===== src/rtl/pfg_pkg.sv =====
package pfg_pkg;

    localparam int PFG_ADDR_W = 64;
    localparam int PFG_CNT_W  = 10;

    typedef enum logic {
        ST_IDLE = 1'b0,
        ST_RUN  = 1'b1
    } pfg_state_e;

    typedef struct packed {
        logic                  backward;
        logic                  unbounded;
    } pfg_mode_t;

    function automatic logic bounded_empty(input logic unbounded,
                                           input logic [PFG_CNT_W-1:0] units);
        return !unbounded && (units == '0);
    endfunction

endpackage


===== src/rtl/pfg_addr_step.sv =====
module pfg_addr_step #(
    parameter int IDX_W = 58
) (
    input  logic [IDX_W-1:0] blk_idx,
    input  logic             backward,
    output logic [IDX_W-1:0] next_idx,
    output logic             at_edge
);
    always_comb begin
        if (backward) begin
            next_idx = blk_idx - IDX_W'(1);
            at_edge  = (blk_idx == '0);
        end else begin
            next_idx = blk_idx + IDX_W'(1);
            at_edge  = &blk_idx;
        end
    end
endmodule


===== src/rtl/pfg_unit_counter.sv =====
module pfg_unit_counter #(
    parameter int CNT_W = 10
) (
    input  logic             clk,
    input  logic             rst,
    input  logic             load,
    input  logic [CNT_W-1:0] load_val,
    input  logic             dec,
    output logic             last
);
    logic [CNT_W-1:0] cnt_q;

    always_ff @(posedge clk) begin
        if (rst) begin
            cnt_q <= '0;
        end else if (load) begin
            cnt_q <= load_val;
        end else if (dec) begin
            cnt_q <= cnt_q - CNT_W'(1);
        end
    end

    assign last = (cnt_q == CNT_W'(1));

    // the counter is never decremented below zero
    a_r4_no_underflow: assert property (@(posedge clk) disable iff (rst)
        (dec && !load) |-> (cnt_q != '0));
endmodule


===== src/rtl/pfg_stream_gen.sv =====
module pfg_stream_gen
    import pfg_pkg::*;
#(
    parameter int ADDR_W    = PFG_ADDR_W,
    parameter int CNT_W     = PFG_CNT_W,
    parameter int BLK_BYTES = 64
) (
    input  logic              clk,
    input  logic              rst,
    input  logic              start_valid,
    input  logic [ADDR_W-1:0] start_addr,
    input  logic              start_backward,
    input  logic [CNT_W-1:0]  start_count,
    input  logic              start_unbounded,
    input  logic              region_restricted,
    input  logic              stop,
    output logic              req_valid,
    input  logic              req_ready,
    output logic [ADDR_W-1:0] req_addr
);
    localparam int OFS_W = $clog2(BLK_BYTES);
    localparam int IDX_W = ADDR_W - OFS_W;

    pfg_state_e       state_q;
    pfg_mode_t        mode_q;
    logic [IDX_W-1:0] blk_q;
    logic [IDX_W-1:0] blk_next;
    logic             at_edge;
    logic             cnt_last;
    logic             launch;
    logic             fire;
    logic             finish;

    pfg_addr_step #(.IDX_W(IDX_W)) u_step (
        .blk_idx  (blk_q),
        .backward (mode_q.backward),
        .next_idx (blk_next),
        .at_edge  (at_edge)
    );

    assign launch = start_valid && !stop && !region_restricted
                    && !bounded_empty(start_unbounded, start_count);
    assign fire   = req_valid && req_ready;
    assign finish = fire && ((!mode_q.unbounded && cnt_last) || at_edge);

    pfg_unit_counter #(.CNT_W(CNT_W)) u_cnt (
        .clk      (clk),
        .rst      (rst),
        .load     (launch),
        .load_val (start_count),
        .dec      (fire && !mode_q.unbounded),
        .last     (cnt_last)
    );

    always_ff @(posedge clk) begin
        if (rst) begin
            state_q <= ST_IDLE;
            mode_q  <= '0;
            blk_q   <= '0;
        end else if (stop) begin
            state_q <= ST_IDLE;
        end else if (start_valid) begin
            state_q <= launch ? ST_RUN : ST_IDLE;
            if (launch) begin
                mode_q.backward  <= start_backward;
                mode_q.unbounded <= start_unbounded;
                blk_q            <= start_addr[ADDR_W-1:OFS_W];
            end
        end else if (finish) begin
            state_q <= ST_IDLE;
        end else if (fire) begin
            blk_q <= blk_next;
        end
    end

    assign req_valid = (state_q == ST_RUN);
    assign req_addr  = {blk_q, {OFS_W{1'b0}}};

    // every offered address is block aligned
    a_r1_aligned: assert property (@(posedge clk) disable iff (rst)
        req_valid |-> (req_addr[OFS_W-1:0] == '0));

    // forward step after an accepted request
    a_r2_step_up: assert property (@(posedge clk) disable iff (rst)
        (fire && !start_valid && !stop && !mode_q.backward)
        |=> (!req_valid || req_addr == $past(req_addr) + ADDR_W'(BLK_BYTES)));

    // backward step after an accepted request
    a_r3_step_down: assert property (@(posedge clk) disable iff (rst)
        (fire && !start_valid && !stop && mode_q.backward)
        |=> (!req_valid || req_addr == $past(req_addr) - ADDR_W'(BLK_BYTES)));

    // empty bounded stream issues nothing
    a_r5_empty: assert property (@(posedge clk) disable iff (rst)
        (start_valid && !start_unbounded && start_count == '0) |=> !req_valid);

    // stop clears the request port
    a_r7_stop: assert property (@(posedge clk) disable iff (rst)
        stop |=> !req_valid);

    // restricted region issues nothing
    a_r8_restricted: assert property (@(posedge clk) disable iff (rst)
        (start_valid && region_restricted) |=> !req_valid);

    // offered request is held while stalled
    a_r9_hold: assert property (@(posedge clk) disable iff (rst)
        (req_valid && !req_ready && !start_valid && !stop)
        |=> (req_valid && $stable(req_addr)));

    // no wrap past the top of the address space
    a_r10_top: assert property (@(posedge clk) disable iff (rst)
        (fire && !mode_q.backward && (&req_addr[ADDR_W-1:OFS_W]) && !start_valid)
        |=> !req_valid);

    // no wrap below address zero
    a_r10_bottom: assert property (@(posedge clk) disable iff (rst)
        (fire && mode_q.backward && (req_addr[ADDR_W-1:OFS_W] == '0) && !start_valid)
        |=> !req_valid);
endmodule


===== config.mk =====
export PLATFORM = sky130hd
export DESIGN_NAME = pfg_stream_gen
export DESIGN_NICKNAME = d
export VERILOG_FILES = /design/src/rtl/pfg_pkg.sv /design/src/rtl/pfg_addr_step.sv /design/src/rtl/pfg_unit_counter.sv /design/src/rtl/pfg_stream_gen.sv
export SDC_FILE = /design/constraint.sdc
export NUM_CORES = 1
export LEC_CHECK = 0
export BUFFER_PORTS_ARGS = -buffer_cell sky130_fd_sc_hd__buf_2
export CORE_ASPECT_RATIO = 2
export CORE_UTILIZATION = 40
export CTS_BUF_LIST = sky130_fd_sc_hd__clkbuf_8
export DETAILED_ROUTE_END_ITERATION = 6
export PLACE_DENSITY_LB_ADDON = 0.08
export SLEW_MARGIN = 5
export SYNTH_ARGS = -nofsm -noshare
export SYNTH_HDL_FRONTEND = slang
export SYNTH_SLANG_ARGS = --single-unit

===== constraint.sdc =====
create_clock -name clk -period 3.8 [get_ports clk]
set_clock_uncertainty 0.15 [all_clocks]
set_input_delay 0.76 -clock clk [delete_from_list [all_inputs] [get_ports clk]]
set_output_delay 0.76 -clock clk [all_outputs]
set_load 0.05 [all_outputs]

# ---- Word-level counts from Yosys, hierarchy flattened
# Index checks and enable logic that the tools add are counted.
dict set report word_totals {
  ff_bits 71
  rom_bits 0
  n_memories 0
  input_bits 82
  latch_bits 0
  wordCells 46
  ramBits 0
}
dict set report op_classes {
  n_eq_ne 3
  n_mul 0
  add_sub_neg 3
  shifts 0
  mux 11
  bitwise 1
  div_mod_pow 0
  reduce_logical 23
  n_lt_le_gt_ge 0
}
# cell n
set op_table {}
lappend op_table {{$mux 58} 5}
lappend op_table {{$add 58x1->58 const B} 1}
lappend op_table {{$logic_not 58->1} 1}
lappend op_table {{$reduce_and 58->1} 1}
lappend op_table {{$sub 58x1->58 const B} 1}
lappend op_table {{$mux 10} 2}
lappend op_table {{$eq 10x1->1 const B} 1}
lappend op_table {{$logic_not 10->1} 1}
lappend op_table {{$sub 10x1->10 const B} 1}
lappend op_table {{$logic_and 1x1->1} 8}
lappend op_table {{$reduce_bool 2->1} 3}
lappend op_table {{$logic_not 1->1} 5}
lappend op_table {{$mux 1} 4}
lappend op_table {{$reduce_and 4->1} 1}
lappend op_table {{$reduce_and 3->1} 1}
lappend op_table {{$ne 2x1->1 const B} 1}
lappend op_table {{$ne 2x2->1 const B} 1}
lappend op_table {{$reduce_or 2->1} 1}
lappend op_table {{$logic_or 1x1->1} 1}
lappend op_table {{$not 1->1} 1}

# ---- Logic depth before layout (Yosys ltp)
# Gate-level depths: netlist of run 1.
dict set report logic_depth {
  word_depth 6
  ltp_mapped 13
}

# ---- Modules after synthesis
# A second synthesis of run 1 with hierarchy kept.
dict set report unflattened {
  cells_unflattened 926
  area_unflattened_um2 7387.1
}
# module area_each_um2 seq_area_each_um2 n_inst cells_each
set by_module_without_submodules {}
lappend by_module_without_submodules {pfg_addr_step 3677.3 0.0 1 547}
lappend by_module_without_submodules {pfg_stream_gen 3109.2 1221.2 1 307}
lappend by_module_without_submodules {pfg_unit_counter 600.6 200.2 1 72}

# ---- Worst setup path before layout of run 1
# OpenSTA, ideal clock, no wires.
dict set report synth_path {
  kind {register to register}
  startpoint {reg mode_q[1] (netlist name)}
  endpoint {reg blk_q[52]}
  period_less_slack_ns 4.119
  stages_incl_launch_ff 13
  path_slack_ns -0.319
  arrival_ns 3.866
  cell_sequence {dfxtp_1 > ha_1 > buf_2 > a21oi_1 > o21ai_0 > a221oi_1 > o22ai_1 > a211oi_1 > a31oi_2 > a21oi_1 > o21ai_2 > xnor2_1 > a2111oi_2}
}
dict set report synth_between {
  elab_chain_len 5
  word_cells_on_any_way 9
  cone_classes {1 x eq/ne; 5 x mux; 3 x reduce/logical}
}
# item line_no
set synth_lines {}
lappend synth_lines {{$mux 1} pfg_addr_step.sv:10} ;# if (backward) begin
lappend synth_lines {{$logic_or 1x1->1} pfg_stream_gen.sv:44} ;# assign finish = fire && ((!mode_q.unbounded && cnt_last) || at_edge);
lappend synth_lines {{$logic_and 1x1->1} pfg_stream_gen.sv:44}
lappend synth_lines {{$ne 2x2->1 (no source line)} -}
lappend synth_lines {{$reduce_and 4->1 (no source line)} -}
lappend synth_lines {{to (signal assigned)} pfg_stream_gen.sv:67} ;# blk_q <= start_addr[ADDR_W-1:OFS_W];
lappend synth_lines {{to (signal assigned)} pfg_stream_gen.sv:72} ;# blk_q <= blk_next;
lappend synth_lines {{to (decl)} pfg_stream_gen.sv:26} ;# logic [IDX_W-1:0] blk_q;
# Several ways; a longest one is shown, not always the timed one. The select of a mux whose other input is x is not followed.
# A chain may end at the register's enable or synchronous reset.

# ---- Worst setup path after layout of run 1
dict set report layout_path {
  startpoint {reg mode_q[1] (netlist name)}
  endpoint {reg blk_q[34]}
}
dict set report layout_between {
  elab_chain_len 5
  word_cells_on_any_way 9
  cone_classes {1 x eq/ne; 5 x mux; 3 x reduce/logical}
}
# item line_no
set layout_lines {}
lappend layout_lines {{$mux 1} pfg_addr_step.sv:10}
lappend layout_lines {{$logic_or 1x1->1} pfg_stream_gen.sv:44}
lappend layout_lines {{$logic_and 1x1->1} pfg_stream_gen.sv:44}
lappend layout_lines {{$ne 2x2->1 (no source line)} -}
lappend layout_lines {{$reduce_and 4->1 (no source line)} -}
# Several ways; a longest one is shown, not always the timed one. The select of a mux whose other input is x is not followed.

==> results of run 1 <==
[cells in the final DEF (no fill, tap or decap), types with 26 or more instances in the layout]
cell / instances
buf_2: 133
nor2_1: 119
nand2_1: 75
a21oi_1: 73
dfxtp_1: 70
ha_1: 58
o21ai_0: 53
a211oi_1: 51
xnor2_1: 33
nand4_1: 32
buf_4: 29
a21o_1: 26
[kinds of logic (layout without fill, tap and decap cells)]
| group | count (synthesis) | count (layout) |
|---|---|---|
| and+or+nand+nor | 339 | 339 |
| AOI/OAI and AO/OA | 282 | 282 |
| DFF | 71 | 71 |
| xor gates and xnor gates | 57 | 57 |
| muxes | 25 | 25 |
| adders and majority gates | 59 | 59 |
| buffers and inverters | 80 | 202 |
| other | 1 | 6 |
[layer usage]
layer / global-route usage [%] / wire length (um) / vias up
met3: 3.18 / 925 / 81
met2: 53.3 / 13300 / 216
met1: 28.0 / 8540 / 3329
li1: - / - / 3636
met4: 19.3 / 1500 / 0
met5: 0 / 0 / -
[stage by stage]
step | hold WS [ps] | cells | util (%) | setup slack (ps)
after floorplan | 342 | 919 | - | 251
after global placement | 373 | 1232 | 46.6 | 287
after detailed placement | 382 | 1232 | 46.6 | 275
after CTS | 394 | 1248 | 48.0 | 230
after global routing | 418 | 1248 | 48.0 | -55.4
final | 396 | 1248 | 48.0 | 191
[power by group through the flow]
| stage | logic [mW] | registers, mW | clock network [mW] |
|---|---|---|---|
| floorplan | 0.365 | 0.985 | 0 |
| global placement | 0.693 | 0.872 | 0 |
| detailed placement | 0.697 | 0.873 | 0 |
| CTS | 0.700 | 0.855 | 0.782 |
| global route | 0.759 | 0.863 | 0.808 |
| finish | 0.697 | 0.855 | 0.764 |
[area by class of cell]
class / count / area share (%)
multi-input cells: 768 / 63.2
flip-flops and latches: 71 / 17.8
well taps: 207 / 3.23
clock inverters: 4 / 0.953
repair buffers: 165 / 11.8
clock buffers: 12 / 2.06
inverters: 21 / 0.984
[critical path: cells and delay by family (launching register included)]
| kind | cells | cell delay [ps] |
|---|---|---|
| buffers and inverters | 1 | 180 |
| AND/OR/NAND/NOR | 2 | 150 |
| adder cells (fa/ha/maj) | 1 | 370 |
| flip-flops | 1 | 390 |
| AO/OA/AOI/OAI | 7 | 2040 |
| XOR/XNOR | 1 | 170 |
[path summary, 6_finish.rpt]
kind / slack (ps) / end / startpoint / depth (start not counted)
setup / recovery: 190 / blk_q[34] / mode_q[1] / 12
hold / removal: 400 / blk_q[57] / blk_q[57] / 2
setup reg to reg: 190 / blk_q[34] / mode_q[1] / 12
hold reg to reg: 400 / blk_q[57] / blk_q[57] / 2
[registers in the layout, summed over array words and instances (netlist names)]
register / cells
blk_q: 58
u_cnt.cnt_q: 10
mode_q: 2
req_valid: 1
[timing repair]
action,in CTS,in global routing
endpoints found under the setup margin,0,4
resized for setup,0,0
endpoints found under the hold margin,0,0
==> results.ini, run 1 <==
[status]
status = completed

[sta]
rsz0062_at_grt = true
tightest_slew_ps = 766
timing.fmax_ghz = 0.277
timing.final.hold_violations = 0
finalCritPeriodShare_pct = 95.0
finalSetupViolCount = 0
fin_crit_ps = 3610
finalMaxSlewViolations = 0
slew_headroom_pct = 48.9
tns_ps = 0

[logic_synthesis]
yosys_warnings = 0
synth_cells = 914
synth-seq-area-share_pct = 20.9
synth_top_area_share_pct = 20.9
synth.distinct_cells = 70
avgSynthCellArea_um2 = 7.45
synth_area_leaders = dfxtp_1 21%, ha_1 11%, nor2_1 6.6%
netlist_area_um2 = 6810
synthMuxAreaShare_pct = 3.67
synth-seq-cells = 71
synthAdderAreaFrac_pct = 10.9
synth_edf_count = 0
ys.flop_type = dfxtp_1
synth_top_area_cell = dfxtp_1
synth_top_family_by_area = compound AO/OA/AOI/OAI gates
synth_commonest_cells = 119 x nor2_1, 75 x nand2_1, 73 x a21oi_1, 71 x dfxtp_1, 58 x ha_1
synth_compound_area_share_pct = 28.2
synthXorXnorAreaFrac_pct = 7.33
async_flop_share_pct = 0
synth.most_common_cell = nor2_1
synth_simple_gate_area_share_pct = 23.9

[run]
cap_violations = 0

[placed_design]
gp_congestion = 0.932
dpl_cell_area_um2 = 7770
port_buffers = 134
hpwl_mm = 19.4

[die]
design.die.area_um2 = 17600
rows = 67
ioPinCount = 147
initial_utilization_pct = 40.8
core_um2 = 16700
die_width_um = 94.3
die_h_um = 187

[global_routing]
antenna_found_initial = 0
grtUsageTotal_pct = 28.5
grt_max_degree = 62
first_global_vias = 7450
grt_pass1_wl_mm = 38.3
overflow = 0

[routing]
routed_wl_mm = 24.3
vias = 7262
avgRoutedWirePerCell_um = 19.5
drt_pre_antenna_iters = 4
drt-initial-drc-count = 238
drt.antenna.violating_nets = 0
drc = 0
vias_per_cell = 5.82

[power]
p_seq_share_pct = 36.9
intPower_mw = 1.45
p_clk_share_pct = 33.0
vdd_drop_max_mv = 0.138
leakagePower_nw = 3.51
powerDensity_nw_per_um2 = 289
p_sw_share_pct = 37.3
p_total_mw = 2.32
netSwitchingPower_mw = 0.864
p_comb_share_pct = 30.1

[clocking]
post_cts_buffers = 0
cts_tree = done
cts_sinks = 71
clock_latency_ps = 380
htree_levels = 3
clkTransAtPathRegs_ps = 90
hold_buffers = 0
root_buffer = clkbuf_8
numCtsBuffers = 9
clk_path_buf_depth = 2

[setup_path]
critical_path.startpoint_type = flip-flop
cp.arrival_ps = 3700
worstSetupPathType = flip-flop to flip-flop
cpMaxStageDelayCell = o41ai_2
endpoint_kind = flip-flop
path_cells = buf_12 -> ha_1 -> nand2_1 -> o21ai_0 -> a41oi_2 -> o41ai_2 -> a221oi_2 -> o21ai_4 -> a21boi_1 -> xnor2_1 -> a221oi_1 -> nor2_1
critPathMaxFanout = 20
critPathRequiredTime_ps = 3900
worst_path_largest_cell_delay_ps = 640

[finish]
drive_above_1_share_pct = 19.9
antennaDiodeCount = 0
seq_area_um2 = 1420
fillCellCount = 1785
fin_nets = 1177
design_area_um2 = 8010
multi_input_area_um2 = 5070
syn_to_final_growth_pct = 17.7

[hold_path]
hp-class = flip-flop to flip-flop

Power figures use the tool's default switching activity.
==> run 2, diff against run 1 <==
- SYNTH_HIERARCHICAL: not set -> 1
==> results.ini, run 2 <==
[finish]
reg_top3 = blk_q: 58 flops, u_cnt/cnt_q: 10 flops, mode_q: 2 flops
fillCellCount = 1938  ; +8.6%
multi_input_area_um2 = 5620  ; +11%
antennaDiodeCount = 0  ; unchanged
fin_util_pct = 48.3  ; +0.28 points
top_register = blk_q
seq_area_um2 = 1430  ; +0.18%
drive_above_1_share_pct = 25.2  ; +5.3 points
final_cell_mix = 133 x buf_2, 76 x nor4_1, 73 x a21oi_1, 70 x dfxtp_1, 66 x buf_4
largest_register_ff_count = 58  ; unchanged
layout_commonest_cell = buf_2
syn_to_final_growth_pct = 19.1
fin_nets = 1207  ; +2.5%

[sta]
fin_crit_ps = 3690  ; +83.9 ps
finalMaxSlewViolations = 0  ; unchanged
slew_headroom_pct = 49.3  ; +0.33 points
tightest_slew_ps = 761  ; -4.88 ps
finalCritPeriodShare_pct = 97.2  ; +2.2 points
rsz0062_at_grt = false
timing.fmax_ghz = 0.271  ; -2.3%
finalSetupViolCount = 0  ; unchanged
timing.final.hold_violations = 0  ; unchanged
tns_ps = 0  ; unchanged

[global_routing]
grt_max_degree = 59  ; -4.8%
antenna_found_initial = 0  ; unchanged
grt_pass1_wl_mm = 42.2  ; +10%
overflow = 0  ; unchanged
first_global_vias = 7922  ; +6.3%
grtUsageTotal_pct = 28.7  ; +0.22 points

[logic_synthesis]
synth_top_area_cell = dfxtp_1
synth.distinct_cells = 71  ; +1.4%
synth.most_common_cell = nor4_1
ys.flop_type = dfxtp_1
synth-seq-cells = 71  ; unchanged
synth_edf_count = 0  ; unchanged
async_flop_share_pct = 0  ; unchanged
yosys_warnings = 6  ; +6
synth-seq-area-share_pct = 19.2  ; -1.6 points
synth_area_leaders = dfxtp_1 19%, ha_1 9.8%, mux2i_1 8.0%
netlist_area_um2 = 7390  ; +8.5%
synth_top_area_share_pct = 19.2  ; -1.6 points
synth_cells = 926  ; +1.3%
avgSynthCellArea_um2 = 7.98  ; +7.1%
synth_commonest_cells = 76 x nor4_1, 74 x a21oi_1, 71 x dfxtp_1, 59 x mux2i_1, 58 x ha_1

[routing]
drt.antenna.violating_nets = 0  ; unchanged
drt-initial-drc-count = 384  ; +61%
drt_pre_antenna_iters = 7  ; +3
avgRoutedWirePerCell_um = 21.2  ; +9.0%
drc = 7  ; +7
vias_per_cell = 6.11  ; +5.0%
vias = 7860  ; +8.2%
routed_wl_mm = 27.3  ; +12%

[setup_path]
endpoint_kind = flip-flop
path_cells = buf_12 -> ha_1 -> nand4_1 -> or4_1 -> o22ai_1 -> nor3_1 -> nor3b_2 -> a21oi_1 -> o21ai_1 -> xor2_1 -> mux2i_1 -> a211oi_1
cpMaxStageDelayCell = or4_1
worst_path_largest_cell_delay_ps = 640  ; about the same
critPathMaxFanout = 16  ; -20%
critical_path.startpoint_type = flip-flop
worstSetupPathType = flip-flop to flip-flop
critPathRequiredTime_ps = 3950  ; +50 ps
cp.arrival_ps = 3840  ; +140 ps

[die]
ioPinCount = 147  ; unchanged
die_width_um = 98.1  ; +4.1%
initial_utilization_pct = 40.5  ; -0.27 points
die_h_um = 194  ; +4.1%
design.die.area_um2 = 19000  ; +8.3%
core_um2 = 18200  ; +9.2%
rows = 70  ; +4.5%

[status]
violations = DRC
status = finished, violations left

[placed_design]
hpwl_mm = 21.0  ; +8.5%
gp_congestion = 0.966  ; +3.6%
port_buffers = 134  ; unchanged

[clocking]
numCtsBuffers = 9  ; unchanged
clk_path_buf_depth = 2  ; unchanged
cts_tree = done
cts_sinks = 71  ; unchanged
hold_buffers = 0  ; unchanged
clkTransAtPathRegs_ps = 90  ; about the same
root_buffer = clkbuf_8
htree_levels = 3  ; unchanged
clock_latency_ps = 390  ; about the same

[power]
vdd_drop_max_mv = 0.176  ; +27%
leakagePower_nw = 3.99  ; +14%
powerDensity_nw_per_um2 = 282  ; -2.5%

[run]
cap_violations = 0  ; unchanged

[hold_path]
hp-class = flip-flop to flip-flop

## run 2: cell types whose count changed in the layout (fill, tap and decap cells not counted), moves of 6 or more
| cell | before | now |
|---|---|---|
| buf_4 | 29 | 66 |
| a211oi_2 | 1 | 22 |
| nor4_1 | 21 | 76 |
| o211ai_1 | 15 | 4 |
| or3_1 | 9 | 1 |
| mux2i_1 | 25 | 59 |
| nor3_1 | 25 | 14 |
| o21ai_0 | 53 | 33 |
| nand2_1 | 75 | 52 |
| nor2_1 | 119 | 46 |
| xor2_1 | 24 | 30 |
| a211oi_1 | 51 | 44 |
## run 2: timing repair
item | in CTS | in global routing
setup buffers | 0 | 2
gates resized for setup | 0 | 13
setup endpoints to repair | 0 | 11
hold endpoints to repair | 0 | 0
## run 2: cell families (layout without fill, tap and decap cells)
family | count (synthesis) | after routing | share of synthesized area [%]
other | 1 | 6 | 0.0508
AO/OA/AOI/OAI | 280 | 280 | 26.9
adder cells (fa/ha/maj) | 59 | 59 | 10.1
XOR/XNOR | 63 | 63 | 7.47
buffers and inverters | 99 | 238 | 6.08
multiplexers | 59 | 59 | 7.99
AND/OR/NAND/NOR | 294 | 294 | 22.2
flip-flops | 71 | 71 | 19.2
## run 2: layout make-up
cell class / instances / area share [%]
clock inverter: 5 / 0.313
inverter: 20 / 0.853
multi-input combinational: 761 / 63.9
clock buffer: 10 / 1.56
tap: 216 / 3.07
timing repair buffer: 203 / 14.1
sequential: 71 / 16.2
## run 2: routing by layer
metal	vias to the layer above	global-route usage [%]	share of wire, %
met5	-	0	0
met4	0	18.7	6.4
met3	90	2.92	2.8
met2	230	56.2	55
met1	3712	27.6	36
li1	3828	-	-
## run 2: stage by stage
step | worst slack, ps | area [um2] | hold WS [ps] | power [mW] | cells
after floorplan | 94.6 | 7410 | 306 | 1.59 | 931
after global placement | 159 | 8560 | 326 | 1.90 | 1269
after detailed placement | 152 | 8560 | 325 | 1.91 | 1269
after CTS | 105 | 8720 | 341 | 2.50 | 1284
after global routing | 2.21 | 8800 | 396 | 2.61 | 1286
final | 107 | 8800 | 341 | 2.48 | 1286
## run 2: worst max-delay path: cells and delay by family, from the launching register on
| family | cells | cell delay [ps] |
|---|---|---|
| AOI/OAI and AO/OA | 4 | 960 |
| adders and majority gates | 1 | 410 |
| DFF | 1 | 380 |
| buffers and inverters | 1 | 150 |
| and+or+nand+nor | 4 | 1280 |
| muxes | 1 | 80 |
| xor gates and xnor gates | 1 | 180 |
## run 2: power breakdown
| part | internal, mW | leakage (nW) | switching, mW |
|---|---|---|---|
| combinational | 0.370 | 3.32 | 0.650 |
| clock | 0.246 | 0.0868 | 0.337 |
| sequential | 0.802 | 0.584 | 0.0755 |
| total | 1.42 | 3.99 | 1.06 |
## run 2: final timing paths
check             slack, ps  depth (start not counted)       from   endpoint
setup / recovery        110                         12  mode_q[1]  blk_q[53]
hold / removal          340                          2  mode_q[0]  mode_q[0]
setup reg to reg        110                         12  mode_q[1]  blk_q[53]
hold reg to reg         340                          2  mode_q[0]  mode_q[0]
